### config.mk
export PLATFORM = sky130hd
export DESIGN_NAME = lan_csr_file
export DESIGN_NICKNAME = d
export VERILOG_FILES = /design/src/rtl/lcsr_pkg.sv /design/src/rtl/lcsr_ctl_fsm.sv /design/src/rtl/lcsr_evt_flags.sv /design/src/rtl/lcsr_cfg_regs.sv /design/src/rtl/lan_csr_file.sv
export SDC_FILE = /design/constraint.sdc
export NUM_CORES = 1
export LEC_CHECK = 0
export ABC_AREA = 1
export BUFFER_PORTS_ARGS = -buffer_cell sky130_fd_sc_hd__buf_2
export CORE_ASPECT_RATIO = 1.75
export CORE_MARGIN = 2
export CORE_UTILIZATION = 35
export DETAILED_ROUTE_END_ITERATION = 8
export PLACE_DENSITY = 0.58
export SYNTH_ARGS = -nofsm -noshare
export SYNTH_HDL_FRONTEND = slang
export SYNTH_SLANG_ARGS = --single-unit
### constraint.sdc
create_clock -name clk -period 6.4 [get_ports clk]
set_input_delay 1.28 -clock clk [delete_from_list [all_inputs] [get_ports clk]]
set_output_delay 1.28 -clock clk [all_outputs]
set_load 0.01 [all_outputs]
### src/rtl/lcsr_pkg.sv
package lcsr_pkg;

    typedef enum logic [1:0] {
        CS_STOPPED      = 2'd0,
        CS_INITIALIZING = 2'd1,
        CS_IDLE         = 2'd2,
        CS_RUNNING      = 2'd3
    } ctl_state_e;

    // command/status word bit positions
    localparam int B_INIT = 0;
    localparam int B_STRT = 1;
    localparam int B_STOP = 2;
    localparam int B_TDMD = 3;
    localparam int B_TXON = 4;
    localparam int B_RXON = 5;
    localparam int B_INEA = 6;
    localparam int B_INTR = 7;
    localparam int B_FLG0 = 8;
    localparam int B_ERR  = 15;

    // event flag vector: index k maps to word bit B_FLG0+k
    localparam int NUM_EVT = 7;
    localparam logic [NUM_EVT-1:0] ERR_GROUP  = 7'b1111000; // mem, miss, carrier, babble
    localparam logic [NUM_EVT-1:0] INTR_GROUP = 7'b1011111; // all but carrier

endpackage

### src/rtl/lcsr_ctl_fsm.sv
module lcsr_ctl_fsm
    import lcsr_pkg::*;
(
    input  logic       clk,
    input  logic       rst_n,
    input  logic       cmd_wr,
    input  logic [3:0] cmd_bits,
    input  logic       init_done_in,
    output ctl_state_e state_q,
    output logic       start_pend_q,
    output logic       init_start_q,
    output logic       tx_poll_q,
    output logic       idon_set,
    output logic       stop_cmd
);

    ctl_state_e state_d;
    logic       pend_d;
    logic       init_wr;
    logic       strt_wr;
    logic       tdmd_wr;

    always_comb begin
        stop_cmd = cmd_wr & cmd_bits[B_STOP];
        init_wr  = cmd_wr & cmd_bits[B_INIT];
        strt_wr  = cmd_wr & cmd_bits[B_STRT];
        tdmd_wr  = cmd_wr & cmd_bits[B_TDMD];
        state_d  = state_q;
        pend_d   = start_pend_q;
        idon_set = 1'b0;
        if (stop_cmd) begin
            state_d = CS_STOPPED;
            pend_d  = 1'b0;
        end else begin
            unique case (state_q)
                CS_INITIALIZING: begin
                    if (init_done_in) begin
                        idon_set = 1'b1;
                        state_d  = (start_pend_q | strt_wr) ? CS_RUNNING : CS_IDLE;
                        pend_d   = 1'b0;
                    end else if (strt_wr) begin
                        pend_d = 1'b1;
                    end
                end
                CS_STOPPED, CS_IDLE: begin
                    if (init_wr) begin
                        state_d = CS_INITIALIZING;
                        pend_d  = strt_wr;
                    end else if (strt_wr) begin
                        state_d = CS_RUNNING;
                    end
                end
                CS_RUNNING: begin
                    if (init_wr) begin
                        state_d = CS_INITIALIZING;
                        pend_d  = strt_wr;
                    end
                end
                default: ;
            endcase
        end
    end

    // state register
    always_ff @(posedge clk) begin
        if (!rst_n) begin
            state_q      <= CS_STOPPED;
            start_pend_q <= 1'b0;
        end else begin
            state_q      <= state_d;
            start_pend_q <= pend_d;
        end
    end

    // registered command pulses
    always_ff @(posedge clk) begin
        if (!rst_n) begin
            init_start_q <= 1'b0;
            tx_poll_q    <= 1'b0;
        end else begin
            init_start_q <= (state_d == CS_INITIALIZING) && (state_q != CS_INITIALIZING);
            tx_poll_q    <= tdmd_wr && !stop_cmd && (state_q == CS_RUNNING);
        end
    end

    AST_STOP_WINS: assert property (@(posedge clk) disable iff (!rst_n)
        (cmd_wr && cmd_bits[B_STOP]) |=> (state_q == CS_STOPPED));
    AST_POLL_ONLY_RUNNING: assert property (@(posedge clk) disable iff (!rst_n)
        tx_poll_q |-> ($past(state_q) == CS_RUNNING));
    AST_INIT_PULSE_ON_ENTRY: assert property (@(posedge clk) disable iff (!rst_n)
        init_start_q |-> (state_q == CS_INITIALIZING));
    AST_PEND_IN_INIT: assert property (@(posedge clk) disable iff (!rst_n)
        start_pend_q |-> (state_q == CS_INITIALIZING));

endmodule

### src/rtl/lcsr_evt_flags.sv
module lcsr_evt_flags
    import lcsr_pkg::*;
(
    input  logic               clk,
    input  logic               rst_n,
    input  logic               csr0_wr,
    input  logic [15:0]        wdata,
    input  logic [NUM_EVT-1:0] evt_set,
    output logic [NUM_EVT-1:0] flg_q,
    output logic               inea_q,
    output logic               intr,
    output logic               err,
    output logic               irq
);

    logic [NUM_EVT-1:0] clr_mask;

    always_comb begin
        clr_mask = '0;
        if (csr0_wr) begin
            clr_mask = wdata[B_FLG0 +: NUM_EVT];
            if (wdata[B_ERR]) clr_mask = clr_mask | ERR_GROUP;
        end
    end

    always_ff @(posedge clk) begin
        if (!rst_n) begin
            flg_q  <= '0;
            inea_q <= 1'b0;
        end else begin
            flg_q <= (flg_q & ~clr_mask) | evt_set;
            if (csr0_wr) inea_q <= wdata[B_INEA];
        end
    end

    always_comb begin
        err  = |(flg_q & ERR_GROUP);
        intr = |(flg_q & INTR_GROUP);
        irq  = intr & inea_q;
    end

    AST_EVENT_SETS_FLAG: assert property (@(posedge clk) disable iff (!rst_n)
        (evt_set != '0) |=> ((flg_q & $past(evt_set)) == $past(evt_set)));
    AST_W1C_CLEARS: assert property (@(posedge clk) disable iff (!rst_n)
        (csr0_wr && evt_set == '0 && clr_mask != '0) |=> ((flg_q & $past(clr_mask)) == '0));
    AST_ENABLE_FOLLOWS_WRITE: assert property (@(posedge clk) disable iff (!rst_n)
        csr0_wr |=> (inea_q == $past(wdata[B_INEA])));

endmodule

### src/rtl/lcsr_cfg_regs.sv
module lcsr_cfg_regs #(
    parameter int DW        = 16,
    parameter int AW        = 4,
    parameter int NUM_FILT  = 4,
    parameter int FILT_BASE = 8,
    parameter int CFG_W     = 3
) (
    input  logic                   clk,
    input  logic                   rst_n,
    input  logic                   wr_en,
    input  logic [AW-1:0]          idx,
    input  logic [DW-1:0]          wdata,
    input  logic                   stop_cmd,
    output logic [2*DW-1:0]        init_addr,
    output logic [CFG_W-1:0]       bus_cfg,
    output logic [NUM_FILT*DW-1:0] filt,
    output logic [DW-1:0]          mode,
    output logic [DW-1:0]          rd_val
);

    localparam logic [AW-1:0] IDX_ALO  = AW'(1);
    localparam logic [AW-1:0] IDX_AHI  = AW'(2);
    localparam logic [AW-1:0] IDX_CFG  = AW'(3);
    localparam logic [AW-1:0] IDX_MODE = AW'((1 << AW) - 1);

    logic [DW-1:0]    alo_q;
    logic [DW-1:0]    ahi_q;
    logic [CFG_W-1:0] cfg_q;
    logic [DW-1:0]    mode_q;
    logic [DW-1:0]    filt_q [NUM_FILT];

    always_ff @(posedge clk) begin
        if (!rst_n) begin
            alo_q  <= '0;
            ahi_q  <= '0;
            cfg_q  <= '0;
            mode_q <= '0;
        end else begin
            if (wr_en && idx == IDX_ALO)  alo_q  <= wdata;
            if (wr_en && idx == IDX_AHI)  ahi_q  <= wdata;
            if (wr_en && idx == IDX_MODE) mode_q <= wdata;
            if (stop_cmd)                      cfg_q <= '0;
            else if (wr_en && idx == IDX_CFG)  cfg_q <= wdata[CFG_W-1:0];
        end
    end

    for (genvar g = 0; g < NUM_FILT; g++) begin : g_filt
        always_ff @(posedge clk) begin
            if (!rst_n)                                  filt_q[g] <= '0;
            else if (wr_en && idx == AW'(FILT_BASE + g)) filt_q[g] <= wdata;
        end
        assign filt[g*DW +: DW] = filt_q[g];
    end

    always_comb begin
        rd_val = '0;
        if (idx == IDX_ALO)  rd_val = alo_q;
        if (idx == IDX_AHI)  rd_val = ahi_q;
        if (idx == IDX_CFG)  rd_val = DW'(cfg_q);
        if (idx == IDX_MODE) rd_val = mode_q;
        for (int k = 0; k < NUM_FILT; k++) begin
            if (idx == AW'(FILT_BASE + k)) rd_val = filt_q[k];
        end
    end

    assign init_addr = {ahi_q, alo_q};
    assign bus_cfg   = cfg_q;
    assign mode      = mode_q;

    AST_CFG_CLEARED_BY_STOP: assert property (@(posedge clk) disable iff (!rst_n)
        stop_cmd |=> (bus_cfg == '0));
    AST_CFG_HOLDS: assert property (@(posedge clk) disable iff (!rst_n)
        (!wr_en && !stop_cmd) |=> ($stable(init_addr) && $stable(filt) && $stable(mode) && $stable(bus_cfg)));

endmodule

### src/rtl/lan_csr_file.sv
module lan_csr_file
    import lcsr_pkg::*;
#(
    parameter int DW        = 16,
    parameter int AW        = 4,
    parameter int NUM_FILT  = 4,
    parameter int FILT_BASE = 8,
    parameter int CFG_W     = 3
) (
    input  logic                   clk,
    input  logic                   rst_n,
    input  logic                   reg_sel,
    input  logic                   reg_wr,
    input  logic [DW-1:0]          reg_wdata,
    output logic [DW-1:0]          reg_rdata,
    input  logic                   evt_init_done,
    input  logic                   evt_tx_done,
    input  logic                   evt_rx_done,
    input  logic                   evt_mem_err,
    input  logic                   evt_rx_missed,
    input  logic                   evt_carrier_lost,
    input  logic                   evt_babble,
    output logic                   irq,
    output logic                   tx_on,
    output logic                   rx_on,
    output logic                   init_start,
    output logic                   tx_poll,
    output logic [2*DW-1:0]        init_addr,
    output logic [CFG_W-1:0]       bus_cfg,
    output logic [NUM_FILT*DW-1:0] mc_filter,
    output logic                   promisc
);

    logic [AW-1:0]      sel_q;
    logic               data_wr;
    logic               csr0_wr;
    logic               cfg_wr;
    ctl_state_e         state_q;
    logic               start_pend;
    logic               idon_set;
    logic               stop_cmd;
    logic [NUM_EVT-1:0] evt_set;
    logic [NUM_EVT-1:0] flg;
    logic               inea;
    logic               intr;
    logic               err;
    logic [DW-1:0]      cfg_rd;
    logic [DW-1:0]      mode;
    logic [DW-1:0]      csr0_rd;
    logic               running;

    always_ff @(posedge clk) begin
        if (!rst_n)                  sel_q <= '0;
        else if (reg_wr && reg_sel)  sel_q <= reg_wdata[AW-1:0];
    end

    assign data_wr = reg_wr && !reg_sel;
    assign csr0_wr = data_wr && (sel_q == '0);
    assign cfg_wr  = data_wr && (sel_q != '0) && (state_q == CS_STOPPED);

    lcsr_ctl_fsm u_fsm (
        .clk          (clk),
        .rst_n        (rst_n),
        .cmd_wr       (csr0_wr),
        .cmd_bits     (reg_wdata[3:0]),
        .init_done_in (evt_init_done),
        .state_q      (state_q),
        .start_pend_q (start_pend),
        .init_start_q (init_start),
        .tx_poll_q    (tx_poll),
        .idon_set     (idon_set),
        .stop_cmd     (stop_cmd)
    );

    assign evt_set = {evt_babble, evt_carrier_lost, evt_rx_missed, evt_mem_err,
                      evt_rx_done, evt_tx_done, idon_set};

    lcsr_evt_flags u_flags (
        .clk     (clk),
        .rst_n   (rst_n),
        .csr0_wr (csr0_wr),
        .wdata   (reg_wdata),
        .evt_set (evt_set),
        .flg_q   (flg),
        .inea_q  (inea),
        .intr    (intr),
        .err     (err),
        .irq     (irq)
    );

    lcsr_cfg_regs #(
        .DW        (DW),
        .AW        (AW),
        .NUM_FILT  (NUM_FILT),
        .FILT_BASE (FILT_BASE),
        .CFG_W     (CFG_W)
    ) u_cfg (
        .clk       (clk),
        .rst_n     (rst_n),
        .wr_en     (cfg_wr),
        .idx       (sel_q),
        .wdata     (reg_wdata),
        .stop_cmd  (stop_cmd),
        .init_addr (init_addr),
        .bus_cfg   (bus_cfg),
        .filt      (mc_filter),
        .mode      (mode),
        .rd_val    (cfg_rd)
    );

    assign running = (state_q == CS_RUNNING);
    assign tx_on   = running;
    assign rx_on   = running;
    assign promisc = mode[DW-1];

    always_comb begin
        csr0_rd = '0;
        csr0_rd[B_INIT] = (state_q == CS_INITIALIZING);
        csr0_rd[B_STRT] = running || start_pend;
        csr0_rd[B_STOP] = (state_q == CS_STOPPED);
        csr0_rd[B_TXON] = running;
        csr0_rd[B_RXON] = running;
        csr0_rd[B_INEA] = inea;
        csr0_rd[B_INTR] = intr;
        csr0_rd[B_FLG0 +: NUM_EVT] = flg;
        csr0_rd[B_ERR]  = err;
    end

    always_comb begin
        if (reg_sel)             reg_rdata = DW'(sel_q);
        else if (sel_q == '0)    reg_rdata = csr0_rd;
        else                     reg_rdata = cfg_rd;
    end

    AST_CFG_LOCKED_OUTSIDE_STOP: assert property (@(posedge clk) disable iff (!rst_n)
        (data_wr && sel_q != '0 && state_q != CS_STOPPED) |=> ($stable(init_addr) && $stable(mc_filter) && $stable(promisc)));
    AST_SELECT_LOADS: assert property (@(posedge clk) disable iff (!rst_n)
        (reg_wr && reg_sel) |=> (sel_q == $past(reg_wdata[AW-1:0])));
    AST_RUN_EXCLUDES_STOP: assert property (@(posedge clk) disable iff (!rst_n)
        tx_on |-> !csr0_rd[B_STOP]);

endmodule

==> results of run 1 <==
flip-flops by register name, summed over array words and instances (netlist names), 2 cells and up:
name,count
u_cfg.bus_cfg,3
u_fsm.state_q,2
u_cfg.alo_q,16
u_flags.flg_q,7
u_cfg.ahi_q,16
sel_q,4
u_cfg.filt_q,64
u_cfg.mode,16
synth_stat cells:
master	count
nor3_1	2
nor2_4	4
a21oi_1	71
nor2_1	113
or2_2	3
nor4_1	1
o21ai_1	3
dfxtp_1	68
nand3_2	2
buf_6	7
inv_1	74
o21ai_0	42
nand3_1	75
buf_2	9
clkbuf_1	11
inv_2	12
buf_4	7
nand2_4	2
o211ai_1	1
buf_1	1
a31oi_1	2
o22ai_1	1
nand2_1	169
nand3_4	4
o21bai_1	8
nand4_1	5
nor2_2	3
nand2_2	3
edfxtp_1	64
critical path: stages, from the launching register on:
cell and delay [ns]:
dfxtp_1 0.47, nand2_1 0.16, nor2_2 0.75, inv_1 0.22, o21ai_0 0.20, inv_1 0.06, nand2_1 0.07, a21oi_1 0.10
buf_2 0.16
where the power goes:
part / internal [µW] / total (µW) / leakage (µW) / switching [µW]
Combinational: 56.7 / 198 / 0.00193 / 141
Sequential: 907 / 927 / 0.00121 / 19.8
Clock: 616 / 1030 / 0.000306 / 416
final cells by class:
| class | count | area, µm² |
|---|---|---|
| timing repair buffer | 152 | 773 |
| tap | 231 | 289 |
| sequential | 132 | 3280 |
| fill | 1835 | 9720 |
| multi-input combinational | 514 | 2360 |
| clock buffer | 20 | 500 |
| clock inverter | 12 | 128 |
| inverter | 86 | 323 |
worst max path at each step:
stage / startpoint / end / slack (ns)
after floorplan: reg_sel / u_cfg.filt_q[1][0]$_SDFFCE_PN0P_ / 3.01
after global placement: reg_sel / reg_rdata[15] / 2.86
after detailed placement: reg_sel / u_cfg.filt_q[2][14]$_SDFFCE_PN0P_ / 2.79
after CTS: sel_q[0]$_SDFFE_PN0P_ / reg_rdata[2] / 2.54
after global routing: sel_q[1]$_SDFFE_PN0P_ / reg_rdata[2] / 2.39
final: sel_q[1]$_SDFFE_PN0P_ / reg_rdata[2] / 2.51
layout by cell type, fill, tap and decap left out, drive strengths merged:
| master | n |
|---|---|
| bufinv | 1 |
| a21oi | 71 |
| o211ai | 1 |
| o21ai | 45 |
| clkinvlp | 1 |
| inv | 92 |
| or2 | 3 |
| a31oi | 2 |
| edfxtp | 64 |
| nand2 | 174 |
| nor4 | 1 |
| clkinv | 4 |
| o22ai | 1 |
| nor3 | 2 |
| clkbuf | 20 |
| dfxtp | 68 |
| nor2 | 120 |
| o21bai | 8 |
| buf | 152 |
| nand4 | 5 |
| nand3 | 81 |
cell families after synthesis:
logic type             count (synthesis)  synth area share
AND/OR/NAND/NOR                      386             0.274
AO/OA/AOI/OAI                        128             0.108
buffers and inverters                121            0.0879
flip-flops                           132             0.530
metal layers:
| layer | GRT usage | routed length (µm) |
|---|---|---|
| met1 | 0.256 | 8100 |
| met2 | 0.388 | 10700 |
| met3 | 0.0359 | 1050 |
| met4 | 0.0914 | 580 |
| met5 | 0 | 0 |
through the flow:
stage / utilization / hold WS [ns] / setup slack (ns) / instances
final: 0.441 / 0.458 / 2.51 / 1147
after global routing: 0.441 / 0.480 / 2.39 / 1147
after CTS: 0.441 / 0.458 / 2.54 / 1147
after detailed placement: 0.405 / 0.449 / 2.79 / 1115
after global placement: 0.405 / 0.441 / 2.86 / 1115
after floorplan: - / 0.430 / 3.01 / 767
==> flow_summary.ini, run 1 <==
[cts]
cts-resized-gates = 0
cts_root_buf = clkbuf_16
clk_latency_ns = 0.43
clock-sinks = 132
ctsHoldBuffers = 0
path_clk_slew_ns = 0.06
cts_buffer_depth = 2
postCtsSetupRepairBufs = 0
htree_levels = 4
tritoncts = done
numCtsBuffers = 17

[min_path]
hold_path_class = flip-flop to flip-flop
whs_path_depth = 2
min_from = u_cfg.mode[3]$_SDFFE_PN0P_
holdPathEnd = u_cfg.mode[3]$_SDFFE_PN0P_

[setup_path]
cp-end-kind = output port
critPathKind = flip-flop to output port
r2r_start = sel_q[3]$_SDFFE_PN0P_
critPathLaunchType = flip-flop
rrSetupSlack_ns = 3.70
cp.arrival_ns = 2.61
reg2reg_depth = 7
timing.rr.end = u_cfg.filt_q[2][15]$_SDFFCE_PN0P_
cp.required_ns = 5.12
path_max_fanout = 18

[floorplanning]
die_area_um2 = 18800
start_util = 0.356
die_h_um = 180
rows = 64
core_region_area_um2 = 17400
die_w_um = 105
io_pins = 148

[place]
dpl_cell_area_um2 = 7030
gp_congestion = 0.943
place.port_buffers = 147
dp_hpwl_um = 15200

[timing]
final-hold-violation-count = 0
finalCriticalPeriod_ns = 3.89
max_freq_mhz = 257
finalMaxSlewViolations = 0
worst_pin_slew_ns = 0.923
final.setup.tns_ns = 0
skew_ns = 0.00796
setup_viol = 0
rsz0062_at_grt = no
max_slew_margin = 0.384
fin_crit_sh = 0.607

[route]
drc = 0
drt-initial-drc-count = 422
drtAntennaViolNets = 0
vias = 5684
wl_um = 20500
wl_per_cell_um = 17.9
first_pass_iters = 5
viasPerCell = 4.96

[final_layout]
fin_area_um2 = 7660
antennaDiodeCount = 0
area_delta_synth_final_pct = 23.7
drive_gt1_frac = 0.237
final_nets = 930

[logic_synthesis]
synth_cell_types = 29
synth_top_area_frac = 0.310
synth_area_per_cell_um2 = 8.07
syn_area_um2 = 6190
yosysSeqAreaShare = 0.530
synth_cells = 767
synth_top_cell_by_area = edfxtp_1
syn_nets = 794
ys_warn_count = 0
ys_seq_elements = 132
synthTopCellsByArea = edfxtp_1 31%, dfxtp_1 22%, nand2_1 10%

[power_and_ir_drop]
ir_worst_vdd_v = 0.000176
p_leak_uw = 0.00344
total_power_uw = 2160
power.density_nw_per_um2 = 282

[global_route]
grt_antenna_before_repair = 0
grt_use_total = 0.218
grt_start_max_net_pins = 47
grt_pass1_wl_um = 31300
overflow = 0
grt_pass1_vias = 5435

[outcome]
outcome = finished, final reports clean

[run]
cap_violations = 0
Note: power is estimated with default switching activity, not from simulation.
==> run 2: changes to the inputs <==
- PLACE_DENSITY: 0.58 -> 0.6
- clock period: 6.4 -> 3.3 ns (I/O delays scaled with it)
==> flow_summary.ini, run 2 (same netlist as run 1, synthesis figures left out) <==
[timing]
final-hold-violation-count = 0
skew_ns = 0.0111
rsz0062_at_grt = no
finalWorstSetupSlack_ns = 0.218
final.setup.tns_ns = 0
hold_ws_ns = 0.456
finalCriticalPeriod_ns = 3.08
fin_crit_sh = 0.934
setup_viol = 0
finalMaxSlewViolations = 0
max_freq_mhz = 325
max_slew_margin = 0.422
worst_pin_slew_ns = 0.866

[final_layout]
area_delta_synth_final_pct = 23.9
layout_common_cells = 168 x nand2_1, 147 x buf_2, 113 x nor2_1, 75 x nand3_1, 74 x inv_1
utilization = 0.441
fin_area_um2 = 7670
antennaDiodeCount = 0
largest_reg_flops = 64
drive_gt1_frac = 0.239
regMostFlops = u_cfg.filt_q
final_nets = 933
mostFrequentLayoutCell = nand2_1

[min_path]
hold_path_class = flip-flop to flip-flop
min_from = u_cfg.mode[2]$_SDFFE_PN0P_
holdPathEnd = u_cfg.mode[2]$_SDFFE_PN0P_
whs_path_depth = 2

[power_and_ir_drop]
ir_worst_vdd_v = 0.000323
power.density_nw_per_um2 = 539
intPower_uw = 3080
p_leak_uw = 0.00346
swShare = 0.256
p_sw_uw = 1060
clockPowerShare = 0.471
power_frac_comb = 0.094
power_frac_seq = 0.435

[setup_path]
path_delay_family = buffers and inverters
cpMostUsedCell = nand2_1
path_max_fanout = 11
rrSetupSlack_ns = 0.98
timing.rr.end = u_cfg.mode[2]$_SDFFE_PN0P_
reg2reg_depth = 7
cp-end-kind = output port
crit_chain = nand2_1, inv_1, nand2_2, inv_1, nand2_1, nand4_1, nand2_1, a21oi_1, buf_2
critPathKind = flip-flop to output port
r2r_start = sel_q[3]$_SDFFE_PN0P_
critPathMaxStageDelay_ns = 0.47
crit_buf_inv = 3
cp.arrival_ns = 2.42
crit_slowest_cell = dfxtp_1
cp.required_ns = 2.64
critPathLaunchType = flip-flop

[place]
dpl_cell_area_um2 = 7050
gp_congestion = 0.909
place_ws_ns = 0.526
dp_hpwl_um = 15200
place.port_buffers = 147

[floorplanning]
core_region_area_um2 = 17400
start_util = 0.356
die_h_um = 180
die_w_um = 105
die_area_um2 = 18800
io_pins = 148
rows = 64

[cts]
path_clk_slew_ns = 0.06
cts_buffer_depth = 2
clk_latency_ns = 0.43
clock-sinks = 132
tritoncts = done
cts_root_buf = clkbuf_16
numCtsBuffers = 17
htree_levels = 4

[route]
drtAntennaViolNets = 0
first_pass_iters = 5
wl_um = 20400
drc = 0
wl_per_cell_um = 17.7
drt-initial-drc-count = 338
vias = 5723
viasPerCell = 4.98

[global_route]
grt_use_total = 0.217
grt_antenna_before_repair = 1
overflow = 0
grt_start_max_net_pins = 47
grt_pass1_wl_um = 31200
grt_pass1_vias = 5651

[run]
cap_violations = 0

[outcome]
outcome = finished, final reports clean
[run 2: changes by cell type in the layout (fill, tap and decap cells not counted), moves of 2 or more]
cell,delta
inv_6,-4
buf_4,+3
clkinv_2,+2
clkinv_4,-2
inv_4,+2
[run 2: how the worst max path moves through the flow]
stage / from / endpoint / slack [ns] / cells after the start
after floorplan: reg_sel / u_cfg.filt_q[1][0]$_SDFFCE_PN0P_ / 0.53 / 10
after global placement: sel_q[3]$_SDFFE_PN0P_ / reg_rdata[2] / 0.52 / 9
after detailed placement: sel_q[3]$_SDFFE_PN0P_ / reg_rdata[2] / 0.53 / 9
after CTS: sel_q[3]$_SDFFE_PN0P_ / reg_rdata[2] / 0.07 / 9
after global routing: sel_q[0]$_SDFFE_PN0P_ / reg_rdata[4] / 0.07 / 11
final: sel_q[3]$_SDFFE_PN0P_ / reg_rdata[2] / 0.22 / 9
[run 2: repair_timing]
action                     4_1_cts  5_1_grt
hold buffers                     0        0
buffers inserted                 0        0
setup endpoints to repair        0        4
resized for setup                0        1
[run 2: area by class of cell]
class | count | area, µm²
clock buffer | 23 | 526
clock inverter | 9 | 86.3
fill | 1832 | 9710
inverter | 86 | 323
multi-input combinational | 514 | 2360
sequential | 132 | 3280
tap | 231 | 289
timing repair buffer | 155 | 796
[run 2: routing by layer]
layer  vias to the layer above  global-route usage  wire length (µm)
met5                         -                   0                 0
met4                         0               0.124               878
met3                        58              0.0359               999
met2                       193               0.382             10600
met1                      2691               0.246              7930
li1                       2781                   -                 -
[run 2: worst reg2reg max path: cells and delay by family, from the launching register on]
family | cells | cell delay, ns
simple gates | 4 | 1.24
buf+inv | 1 | 0.09
flops | 1 | 0.47
compound gates | 2 | 0.38
[run 2: power groups by stage]
stage | clock network [µW] | logic [µW] | registers (µW)
floorplan | 0 | 212 | 1840
global placement | 0 | 385 | 1830
detailed placement | 0 | 386 | 1830
CTS | 1960 | 388 | 1800
global route | 2030 | 421 | 1800
finish | 1950 | 387 | 1800
[run 2: metrics by stage]
step,power (µW),instances
finish,4130,1150
global route,4250,1150
CTS,4150,1150
detailed placement,2220,1118
global placement,2220,1118
floorplan,2050,767
==> run 3: changes to the inputs <==
- CAP_MARGIN: not set -> 20
- CELL_PAD_IN_SITES_DETAIL_PLACEMENT: not set -> 0
- CELL_PAD_IN_SITES_GLOBAL_PLACEMENT: not set -> 1
- PLACE_DENSITY: 0.6 -> 0.77
- SYNTH_HIERARCHICAL: not set -> 1
==> flow_summary.ini, run 3 <==
[setup_path]
cp-end-kind = output port
crit_buf_inv = 3
r2r_start = sel_q[1]$_SDFFE_PN0P_
path_delay_family = simple AND/OR/NAND/NOR gates
cp.arrival_ns = 2.46
critPathLaunchType = flip-flop
crit_chain = inv_2, nor2_4, nand2_1, clkinv_2, nand2_1, nand4_1, nor2_1, nor2_1, buf_2
critPathKind = flip-flop to output port
critPathMaxStageDelay_ns = 0.50
startpoint = sel_q[1]$_SDFFE_PN0P_
path_max_fanout = 18
crit_slowest_cell = dfxtp_1
cp.required_ns = 2.64

[min_path]
hold_path_class = flip-flop to flip-flop
min_from = u_cfg/mode[2]$_SDFFE_PN0P_

[logic_synthesis]
synth_top_area_frac = 0.316
synthTopCellsByArea = edfxtp_1 32%, dfxtp_1 22%, nand2_1 6.5%
synth_top_cell_by_area = edfxtp_1
synth_cell_types = 29
syn_area_um2 = 6080
synthFlopType = dfxtp_1
ys_seq_elements = 132
yosysSeqAreaShare = 0.540
synth_cells = 732
synth-edff-count = 64
ys_warn_count = 6
syn_nets = 759
synth_area_per_cell_um2 = 8.30
async_flop_share = 0
synthTopCellsByCount = 106 x nand2_1, 106 x nor2_1, 83 x inv_1

[global_route]
grt_use_total = 0.222
grt_pass1_wl_um = 30300
grt_start_max_net_pins = 42
grt_antenna_before_repair = 0
grt_pass1_vias = 5324
overflow = 0

[timing]
finalCriticalPeriod_ns = 3.12
skew_ns = 0.0124
max_slew_margin = 0.638
worst_pin_slew_ns = 0.542
rsz0062_at_grt = no
fin_crit_sh = 0.947
final.setup.tns_ns = 0
final-hold-violation-count = 0
finalMaxSlewViolations = 0
setup_viol = 0
max_freq_mhz = 320

[power_and_ir_drop]
power.density_nw_per_um2 = 541
clockPowerShare = 0.467
intPower_uw = 3070
ir_worst_vdd_v = 0.000260
power_frac_comb = 0.093
p_leak_uw = 0.00338
power_frac_seq = 0.440
swShare = 0.254
p_sw_uw = 1050

[final_layout]
final_cells = 1113
drive_gt1_frac = 0.254
largest_reg_flops = 64
layout_common_cells = 147 x buf_2, 106 x nand2_1, 105 x nor2_1, 83 x inv_1, 74 x a21oi_1
mostFrequentLayoutCell = buf_2
final_nets = 900
regMostFlops = u_cfg/filt_q
nFillCells = 1723
area_delta_synth_final_pct = 25.1
antennaDiodeCount = 0
multiInputGateArea_um2 = 2250
utilization = 0.449
regArea_um2 = 3280

[place]
place.port_buffers = 147
dp.cells = 1081
gp_congestion = 0.844
dp_hpwl_um = 15600

[floorplanning]
die_w_um = 104
start_util = 0.359
rows = 63
die_area_um2 = 18500
die_h_um = 178
io_pins = 148
core_region_area_um2 = 16900

[route]
drc = 0
drt-initial-drc-count = 361
vias = 5575
drtAntennaViolNets = 0
wl_um = 20800
wl_per_cell_um = 18.7
viasPerCell = 5.01
first_pass_iters = 5

[cts]
cts-resized-gates = 0
ctsHoldBuffers = 0
path_clk_slew_ns = 0.06
clock-sinks = 132
numCtsBuffers = 17
clk_latency_ns = 0.41
cts_root_buf = clkbuf_16
postCtsSetupRepairBufs = 0
tritoncts = done
htree_levels = 4
cts_buffer_depth = 2

[run]
cap_violations = 0

[outcome]
outcome = finished, final reports clean
==> run 3: changes by cell type in the layout (fill, tap and decap cells not counted), moves of 4 or more <==
cell | previous run | this run
nand2_1 | 168 | 106
o21ai_0 | 41 | 37
o21bai_1 | 8 | 0
nor2_1 | 113 | 105
nand4_1 | 5 | 18
nand3_1 | 75 | 64
inv_1 | 74 | 83
inv_2 | 12 | 5
o21ai_1 | 4 | 37
==> run 3: kinds of logic (layout without fill, tap and decap cells) <==
| kind of cell | count (synthesis) | in the layout | synth area share |
|---|---|---|---|
| flip-flops | 132 | 132 | 0.540 |
| AND/OR/NAND/NOR | 323 | 323 | 0.245 |
| AO/OA/AOI/OAI | 150 | 150 | 0.125 |
| buffers and inverters | 127 | 281 | 0.0904 |
==> run 3: layer usage <==
metal  up-vias  global-route usage  share of wire
met2       193               0.440           0.57
li1       2715                   -              -
met3        44              0.0318          0.041
met1      2623               0.220           0.34
met4         0               0.119          0.045
met5         -                   0              0
==> run 3: power by group through the flow <==
stage	clock, µW	sequential, µW	combinational, µW
2_1_floorplan	0	1850	206
4_1_cts	1960	1810	383
3_3_place_gp	0	1840	379
3_5_place_dp	0	1840	382
6_report	1920	1810	383
5_1_grt	2010	1810	420
==> run 3: stage by stage <==
step	cell area, µm²	worst slack (ns)	power (µW)	hold WS [ns]
floorplan	6080	0.211	2050	0.429
global placement	7000	0.663	2220	0.453
detailed placement	7000	0.596	2220	0.461
CTS	7600	0.159	4150	0.461
global route	7600	0.0157	4250	0.473
finish	7600	0.176	4110	0.471
==> run 3: path summary, 6_finish.rpt <==
| kind | to | slack [ns] | cells after the start |
|---|---|---|---|
| max | reg_rdata[14] | 0.18 | 9 |
| min | u_cfg/mode[2]$_SDFFE_PN0P_ | 0.47 | 2 |
| max reg2reg | u_cfg/filt_q[1][13]$_SDFFCE_PN0P_ | 0.93 | 8 |
| min reg2reg | u_cfg/mode[2]$_SDFFE_PN0P_ | 0.47 | 2 |
==> run 3: layout make-up <==
class                           count  area share
Clock buffer                       17      0.0560
Clock inverter                     15      0.0237
Tap cell                          227      0.0374
Multi-Input combinational cell    473       0.296
Timing Repair Buffer              157       0.108
Inverter                           92      0.0466
Sequential cell                   132       0.432
==> run 3: worst min-delay path, delay by kind of cell, from the launching register on <==
family          cells  cell delay, ns
compound gates      1            0.06
buf+inv             1            0.07
flops               1            0.30
